==> config.mk <==
export PLATFORM = sky130hd
export DESIGN_NAME = eeprom_bitbang_port
export DESIGN_NICKNAME = d
export VERILOG_FILES = /design/src/rtl/eeprom_port_pkg.sv /design/src/rtl/ee_ctrl_reg.sv /design/src/rtl/ee_settle_timer.sv /design/src/rtl/ee_sync.sv /design/src/rtl/ee_pin_mux.sv /design/src/rtl/eeprom_bitbang_port.sv
export SDC_FILE = /design/constraint.sdc
export NUM_CORES = 1
export LEC_CHECK = 0
export BUFFER_PORTS_ARGS = -buffer_cell sky130_fd_sc_hd__buf_2
export CAP_MARGIN = 20
export CORE_MARGIN = 3
export CORE_UTILIZATION = 38
export DETAILED_ROUTE_END_ITERATION = 10
export HOLD_SLACK_MARGIN = 0.06
export PLACE_DENSITY = 0.79
export SYNTH_ARGS = -nofsm -noshare
export SYNTH_HDL_FRONTEND = slang
export SYNTH_SLANG_ARGS = --single-unit
==> constraint.sdc <==
create_clock -name clk -period 1.4 [get_ports clk]
set_input_delay 0.14 -clock clk [delete_from_list [all_inputs] [get_ports clk]]
set_output_delay 0.14 -clock clk [all_outputs]
set_load 0.01 [all_outputs]
==> src/rtl/eeprom_port_pkg.sv <==
package eeprom_port_pkg;
  // bit positions in the control word; software depends on these
  localparam int unsigned EN_BIT   = 0;
  localparam int unsigned CS_BIT   = 1;
  localparam int unsigned SK_BIT   = 2;
  localparam int unsigned DI_BIT   = 3;
  localparam int unsigned DO_BIT   = 4;
  localparam int unsigned RDY_BIT  = 5;
  localparam int unsigned SIZE_BIT = 6;
  localparam int unsigned CTRL_W   = 4;
  localparam int unsigned USED_W   = 7;

  // writable part of the word, LSB first is enable
  typedef struct packed {
    logic din;
    logic sclk;
    logic csel;
    logic enable;
  } ee_ctrl_t;
endpackage

==> src/rtl/ee_ctrl_reg.sv <==
module ee_ctrl_reg
  import eeprom_port_pkg::*;
(
  input  logic              clk,
  input  logic              rst,
  input  logic              wr_en_i,
  input  logic [CTRL_W-1:0] wr_bits_i,
  input  logic              strap_i,
  output ee_ctrl_t          ctrl_o,
  output logic              strap_o,
  output logic              pin_change_o
);
  ee_ctrl_t ctrl_q;
  logic     strap_q;

  always_ff @(posedge clk) begin
    if (rst) ctrl_q <= '0;
    else if (wr_en_i) ctrl_q <= ee_ctrl_t'(wr_bits_i);
  end

  // the strap is sampled for as long as reset is held
  always_ff @(posedge clk) begin
    if (rst) strap_q <= strap_i;
  end

  // a write that moves any pin-level bit restarts pacing
  assign pin_change_o = wr_en_i &&
    (wr_bits_i[DI_BIT:CS_BIT] != {ctrl_q.din, ctrl_q.sclk, ctrl_q.csel});

  assign ctrl_o  = ctrl_q;
  assign strap_o = strap_q;

  AST_CS_TRACK: assert property (@(posedge clk) disable iff (rst)
    (!$past(rst) && $past(wr_en_i)) |-> (ctrl_o.csel == $past(wr_bits_i[CS_BIT])));
  AST_STRAP_HOLD: assert property (@(posedge clk) disable iff (rst)
    !$past(rst) |-> $stable(strap_o));
endmodule

==> src/rtl/ee_settle_timer.sv <==
module ee_settle_timer #(
  parameter int unsigned SETTLE_CYC = 4
) (
  input  logic clk,
  input  logic rst,
  input  logic load_i,
  output logic ready_o
);
  localparam int unsigned CNT_W = $clog2(SETTLE_CYC + 1);

  logic [CNT_W-1:0] cnt_q;

  always_ff @(posedge clk) begin
    if (rst) cnt_q <= '0;
    else if (load_i) cnt_q <= CNT_W'(SETTLE_CYC);
    else if (cnt_q != '0) cnt_q <= cnt_q - CNT_W'(1);
  end

  assign ready_o = (cnt_q == '0);

  AST_READY_DROP: assert property (@(posedge clk) disable iff (rst)
    load_i |=> !ready_o);
  AST_READY_RECOVER: assert property (@(posedge clk) disable iff (rst)
    (!load_i && cnt_q == CNT_W'(1)) |=> ready_o);
endmodule

==> src/rtl/ee_sync.sv <==
module ee_sync #(
  parameter int unsigned STAGES = 2
) (
  input  logic clk,
  input  logic rst,
  input  logic d_i,
  output logic q_o
);
  logic [STAGES-1:0] stage_q;

  for (genvar s = 0; s < STAGES; s++) begin : g_stage
    if (s == 0) begin : g_first
      always_ff @(posedge clk) begin
        if (rst) stage_q[0] <= 1'b0;
        else stage_q[0] <= d_i;
      end
    end else begin : g_next
      always_ff @(posedge clk) begin
        if (rst) stage_q[s] <= 1'b0;
        else stage_q[s] <= stage_q[s-1];
      end
    end
  end

  assign q_o = stage_q[STAGES-1];
endmodule

==> src/rtl/ee_pin_mux.sv <==
module ee_pin_mux
  import eeprom_port_pkg::*;
#(
  parameter int unsigned ADDR_W  = 16,
  parameter int unsigned CLK_PIN = 14,
  parameter int unsigned DIN_PIN = 13
) (
  input  logic              clk,
  input  logic              rst,
  input  logic [ADDR_W-1:0] bus_addr_i,
  input  ee_ctrl_t          ctrl_i,
  output logic [ADDR_W-1:0] mem_addr_o
);
  logic [ADDR_W-1:0] pick;
  logic [ADDR_W-1:0] addr_q;

  for (genvar i = 0; i < ADDR_W; i++) begin : g_bit
    if (i == CLK_PIN) begin : g_clk
      assign pick[i] = ctrl_i.enable ? ctrl_i.sclk : bus_addr_i[i];
    end else if (i == DIN_PIN) begin : g_din
      assign pick[i] = ctrl_i.enable ? ctrl_i.din : bus_addr_i[i];
    end else begin : g_pass
      assign pick[i] = bus_addr_i[i];
    end
  end

  always_ff @(posedge clk) begin
    if (rst) addr_q <= '0;
    else addr_q <= pick;
  end

  assign mem_addr_o = addr_q;

  AST_PIN_SHARED: assert property (@(posedge clk) disable iff (rst)
    (!$past(rst) && $past(ctrl_i.enable)) |->
      (mem_addr_o[CLK_PIN] == $past(ctrl_i.sclk) &&
       mem_addr_o[DIN_PIN] == $past(ctrl_i.din)));
  AST_PIN_BYPASS: assert property (@(posedge clk) disable iff (rst)
    (!$past(rst) && !$past(ctrl_i.enable)) |-> (mem_addr_o == $past(bus_addr_i)));
endmodule

==> src/rtl/eeprom_bitbang_port.sv <==
module eeprom_bitbang_port
  import eeprom_port_pkg::*;
#(
  parameter int unsigned REG_W       = 32,
  parameter int unsigned ADDR_W      = 16,
  parameter int unsigned CLK_PIN     = 14,
  parameter int unsigned DIN_PIN     = 13,
  parameter int unsigned SETTLE_CYC  = 4,
  parameter int unsigned SYNC_STAGES = 2
) (
  input  logic              clk,
  input  logic              rst,
  input  logic              wr_en_i,
  input  logic [REG_W-1:0]  wr_data_i,
  output logic [REG_W-1:0]  rd_data_o,
  input  logic              size_strap_i,
  input  logic              mem_d31_i,
  input  logic [ADDR_W-1:0] bus_addr_i,
  output logic [ADDR_W-1:0] mem_addr_o,
  output logic              ee_cs_o
);
  ee_ctrl_t   ctrl;
  logic       strap;
  logic       pin_change;
  logic       ready;
  logic       dout_s;
  logic [REG_W-1:0] rd_next;
  logic [REG_W-1:0] rd_q;

  ee_ctrl_reg u_ctrl (
    .clk          (clk),
    .rst          (rst),
    .wr_en_i      (wr_en_i),
    .wr_bits_i    (wr_data_i[CTRL_W-1:0]),
    .strap_i      (size_strap_i),
    .ctrl_o       (ctrl),
    .strap_o      (strap),
    .pin_change_o (pin_change)
  );

  ee_settle_timer #(.SETTLE_CYC(SETTLE_CYC)) u_timer (
    .clk     (clk),
    .rst     (rst),
    .load_i  (pin_change),
    .ready_o (ready)
  );

  ee_sync #(.STAGES(SYNC_STAGES)) u_sync (
    .clk (clk),
    .rst (rst),
    .d_i (mem_d31_i),
    .q_o (dout_s)
  );

  ee_pin_mux #(
    .ADDR_W  (ADDR_W),
    .CLK_PIN (CLK_PIN),
    .DIN_PIN (DIN_PIN)
  ) u_mux (
    .clk        (clk),
    .rst        (rst),
    .bus_addr_i (bus_addr_i),
    .ctrl_i     (ctrl),
    .mem_addr_o (mem_addr_o)
  );

  always_comb begin
    rd_next                 = '0;
    rd_next[CTRL_W-1:0]     = ctrl;
    rd_next[DO_BIT]         = dout_s;
    rd_next[RDY_BIT]        = ready;
    rd_next[SIZE_BIT]       = strap;
  end

  always_ff @(posedge clk) begin
    if (rst) rd_q <= '0;
    else rd_q <= rd_next;
  end

  assign rd_data_o = rd_q;
  assign ee_cs_o   = ctrl.csel;

  AST_UPPER_ZERO: assert property (@(posedge clk) disable iff (rst)
    ($past(wr_en_i) && |$past(wr_data_i[REG_W-1:CTRL_W])) |->
      (rd_data_o[REG_W-1:USED_W] == '0));
  AST_RD_SNAPSHOT: assert property (@(posedge clk) disable iff (rst)
    !$past(rst) |-> (rd_data_o[CTRL_W-1:0] == $past(ctrl)));
endmodule

Yosys cells after proc, flatten, opt, wreduce, memory -nomap -nowiden --
Cells that the tools add are included.
Word-level totals: register bits after elaboration 58, bits in latches 0, bits in writable memories 0, bits in read-only memories 0, input port bits 53, word-level logic and storage cells 23, memories kept 0
Cells by class: $add $sub $neg 1, multiply operators 0, div/mod/pow operators 0, magnitude comparators 0, equality and inequality tests 1, shift-type cells 0, multiplexer cells 4, bitwise operators 0, reduce and logical (&&, ||, !) cells 5
Operators with widths (count):
- 3-bit 2-to-1 mux | 2
- 3-bit zero test | 1
- 3-bit inequality test | 1
- 3-bit nonzero test | 1
- 3-bit by 1-bit subtractor with 3-bit output, second input constant | 1
- 1-bit 2-to-1 mux | 2
- 2-bit nonzero test | 1
- 2-bit OR reduction | 1
- 1-bit logical AND | 1

Longest topological paths before layout --
depth after elaboration 3, depth in mapped cells 7, gate-level depth less buffers 7

Modules after synthesis --
From an unflattened synthesis, not the netlist that was laid out.
Unflattened totals: cells, all modules 114, area, all modules 1271.2 µm²
Modules (own cells, without submodules):
- ee_pin_mux | times used 1, cells an instance 35, area each 471.7 µm², seq. area each 320.3 µm²
- eeprom_bitbang_port | times used 1, cells an instance 40, area each 375.4 µm², seq. area each 140.1 µm²
- ee_ctrl_reg | times used 1, cells an instance 18, area each 205.2 µm², seq. area each 110.1 µm²
- ee_settle_timer | times used 1, cells an instance 17, area each 166.4 µm², seq. area each 60.1 µm²
- ee_sync | times used 1, cells an instance 4, area each 52.6 µm², seq. area each 40.0 µm²

Worst setup path before layout --
No wires, ideal clock.
path kind flip-flop to flip-flop, from register u_timer.cnt_q[0], to register u_timer.cnt_q[2], arrival 1.110 ns, setup slack 0.175 ns, cell stages (with the launch flop) 7, buffers on the path 0, period minus slack after synthesis 1.225 ns, cell sequence dfxtp_1 -> inv_1 -> ha_1 -> ha_1 -> nor2_1 -> a21oi_1 -> o21ba_1
On the way: cells in the longest elaborated chain, start to end 3, elaborated cells between the ends (all ways) 5, those cells by class add/sub: 1; mux: 2; reduce/logical: 2
Ends and longest elaborated chain:
- from (decl) | line ee_settle_timer.sv:11 | logic [CNT_W-1:0] cnt_q;
- from (signal assigned) | line ee_settle_timer.sv:15 | else if (load_i) cnt_q <= CNT_W'(SETTLE_CYC);
- from (signal assigned) | line ee_settle_timer.sv:16 | else if (cnt_q != '0) cnt_q <= cnt_q - CNT_W'(1);
- 3-bit by 1-bit subtractor with 3-bit output | line ee_settle_timer.sv:16
- 3-bit 2-to-1 mux | line ee_settle_timer.sv:16
- 3-bit 2-to-1 mux | line ee_settle_timer.sv:15
Parallel ways exist; a longest one is shown, timed or not. The select of a mux whose other input is x is not followed. A chain may end at the register's enable or synchronous reset.

Worst setup path in the final report --
Ends and elaborated chain as after synthesis.

==> flow_summary.yaml <==
yosys:
  syn_area_per_cell_um2: 10.60
  synth_warnings: 0
  ys_types: 16
  syn_inst_count: 117
  yosys-top-cells-area: "sky130_fd_sc_hd__dfxtp_1 52%, sky130_fd_sc_hd__buf_4 15%, sky130_fd_sc_hd__nor2b_1 11%"
  synth_seq_cells: 33
  yosys.area.top_type_share_pct: 51.66
  synth.yosys.seq_area_share_pct: 54.09
  synth.cell_area_um2: 1240
  synth_top_area_cell: "sky130_fd_sc_hd__dfxtp_1"
flow_run:
  maxCapViolCount: 0
routing:
  drt_pre_antenna_iters: 3
  antenna_violating_nets_post_route: 0
  post_drt_via_cell_ratio: 3.739
  route.detailed.wl_per_inst_um: 9.769
  routed_wirelength_um: 2286
  drt-initial-drc-count: 35
  drc: 0
  via_count: 875
critical_path:
  worst-setup-path-type: "reg -> reg"
  worstPathMaxFanout: 6
  crit_path_start_kind: "flop"
  critical_path_required_ns: 1.63
  arrival_ns: 1.48
  setup.worst_path.end_class: "flop"
timing:
  post-route-min-period_ns: 1.251
  holdWs_ns: 0.08424
  final_hold_viol_count: 0
  setup_viol_count_final: 0
  max_freq_ghz: 0.7994
  timing.final.max_slew_violations: 0
  finalSetupTns_ns: 0
  setup_repair_after_global_routing_missed_its_margin: "no"
  final.period_utilization_pct: 89.36
  finalClockSkew_ns: 0.009662
cts:
  insertion_delay_ns: 0.32
  clock-root-buffer: "sky130_fd_sc_hd__clkbuf_4"
  clkSlewWorstSetupHoldPaths_ns: 0.10
  clock_tree_from_tritoncts: "built"
  ctsHtreeMaxLevel: 2
  cts_sinks: 33
  tritoncts.num_buffers: 5
  cts_buffer_depth: 2
floorplan:
  die_area_um2: 3984
  floorplan.io_pins: 102
  die-height_um: 63.12
  initial_core_util_pct: 40.28
  die_w_um: 63.12
  core_area_um2: 3078
  row_cnt: 20
worst_hold_path:
  min-delay-path-class: "in -> reg"
global_route:
  grt_first_pass_wirelength_um: 3677
  globalRouteTotalUtil_pct: 12.27
  grt_remaining_overflow: 0
  grt_pass1_vias: 795
  antenna_found_initial: 0
  grt_start_max_net_pins: 18
power:
  maximum_vdd_drop_v: 0.0004958
  power_density_nw_per_um2: 1137
  leakage_nw: 0.8753
layout:
  fillers: 278
  layout_common_cells: "48 x sky130_fd_sc_hd__buf_2, 32 x sky130_fd_sc_hd__dfxtp_1, 25 x sky130_fd_sc_hd__conb_1"
  area_growth_pct: 39.15
  antennaDiodeCount: 0
  nNetsFinal: 245
  fraction_of_layout_instances_using_a_drive_strength_above_1_pct: 31.05
  most_frequent_standard_cell_in_the_layout_excluding_fill_and_tap_cells: "sky130_fd_sc_hd__buf_2"
place:
  hpwlAfterDp_um: 1427
  placer_congestion_estimate: 0.6693
  buffer_ports.inserted: 48
run_status:
  run_status: "finished clean"
[worst paths after layout]
| path | start | endpoint | slack [ns] | depth (start not counted) |
|---|---|---|---|---|
| min reg2reg | u_sync.stage_q[0]$_SDFF_PP0_ | u_sync.q_o$_SDFF_PP0_ | 0.46 | 1 |
| min | wr_data_i[3] | u_ctrl.ctrl_o[3]$_SDFFE_PP0P_ | 0.08 | 3 |
| max | u_timer.cnt_q[0]$_SDFFE_PP0P_ | u_timer.cnt_q[2]$_SDFFE_PP0P_ | 0.15 | 6 |
| max reg2reg | u_timer.cnt_q[0]$_SDFFE_PP0P_ | u_timer.cnt_q[2]$_SDFFE_PP0P_ | 0.15 | 6 |
[sequential cells by signal (all words and copies together), names as in the netlist]
register	flops
rd_data_o	7
u_ctrl.ctrl_o	4
u_ctrl.strap_o	1
u_mux.mem_addr_o	16
u_sync.q_o	1
u_sync.stage_q	1
u_timer.cnt_q	3
[critical path: stages, from the launching register on]
cell and delay, ns:
sky130_fd_sc_hd__dfxtp_1 0.36, sky130_fd_sc_hd__inv_1 0.05, sky130_fd_sc_hd__ha_1 0.21, sky130_fd_sc_hd__ha_2 0.23, sky130_fd_sc_hd__nor2_1 0.11, sky130_fd_sc_hd__a21oi_1 0.05, sky130_fd_sc_hd__o21ba_1 0.16
[cells by family (layout without fill, tap and decap cells)]
| logic type | after synthesis | after routing | synth area share (%) |
|---|---|---|---|
| compound gates | 4 | 4 | 2.321 |
| xor+xnor | 4 | 4 | 2.825 |
| fa+ha+maj | 3 | 3 | 3.028 |
| buf+inv | 33 | 82 | 17.56 |
| flops | 33 | 33 | 54.09 |
| mux | 6 | 6 | 4.844 |
| other cells | 1 | 25 | 0.3024 |
| simple gates | 33 | 33 | 15.04 |
[synth_stat cells]
library cell,count
sky130_fd_sc_hd__dfxtp_1,32
sky130_fd_sc_hd__buf_4,25
sky130_fd_sc_hd__nor2b_1,22
sky130_fd_sc_hd__nor2_1,8
sky130_fd_sc_hd__mux2i_1,6
sky130_fd_sc_hd__clkbuf_1,4
sky130_fd_sc_hd__inv_1,4
sky130_fd_sc_hd__xor2_1,4
sky130_fd_sc_hd__ha_1,3
sky130_fd_sc_hd__a21oi_1,2
sky130_fd_sc_hd__nor3_1,2
sky130_fd_sc_hd__conb_1,1
sky130_fd_sc_hd__edfxtp_1,1
sky130_fd_sc_hd__nor2b_2,1
sky130_fd_sc_hd__o21ba_1,1
sky130_fd_sc_hd__o31a_1,1
[timing repair]
item,CTS,global route
hold buffers,21,0
resized for setup,0,1
buffers inserted,0,0
endpoints found under the setup margin,0,1
hold endpoints to repair,21,0
[final cells by class]
cell class | count | area [µm²] | area share, %
clock buffers | 7 | 65.06 | 3.771
clock inverters | 1 | 5.005 | 0.2901
inverters | 4 | 15.01 | 0.8702
multi-input cells | 75 | 444.2 | 25.74
flip-flops and latches | 33 | 670.6 | 38.87
well taps | 44 | 55.05 | 3.191
repair buffers | 70 | 470.5 | 27.27
[layer usage]
layer  up-vias  wire length, µm  global-route usage, %
met1       358              952                  12.20
met3         2              292                  6.417
met5         -                0                      0
met2        61             1033                  20.95
met4         0                8                  5.785
li1        454                -                      -
[through the flow]
step | cells | total power [W] | setup WS, ns | area, µm² | util [%]
2_1_floorplan | 141 | 0.001296 | 0.1754 | 1330 | -
3_3_place_gp | 205 | 0.001337 | 0.1242 | 1443 | 46.87
3_5_place_dp | 205 | 0.001344 | 0.08685 | 1443 | 46.87
4_1_cts | 234 | 0.001990 | 0.06735 | 1723 | 55.98
5_1_grt | 234 | 0.002101 | 0.04422 | 1725 | 56.06
6_report | 234 | 0.001962 | 0.1490 | 1725 | 56.06
[where the power goes]
part	switching (W)	internal, W
registers	0.0000244	0.00101
logic	0.000166	0.000171
clock network	0.000301	0.000291
(Power assumes the default switching activity.)
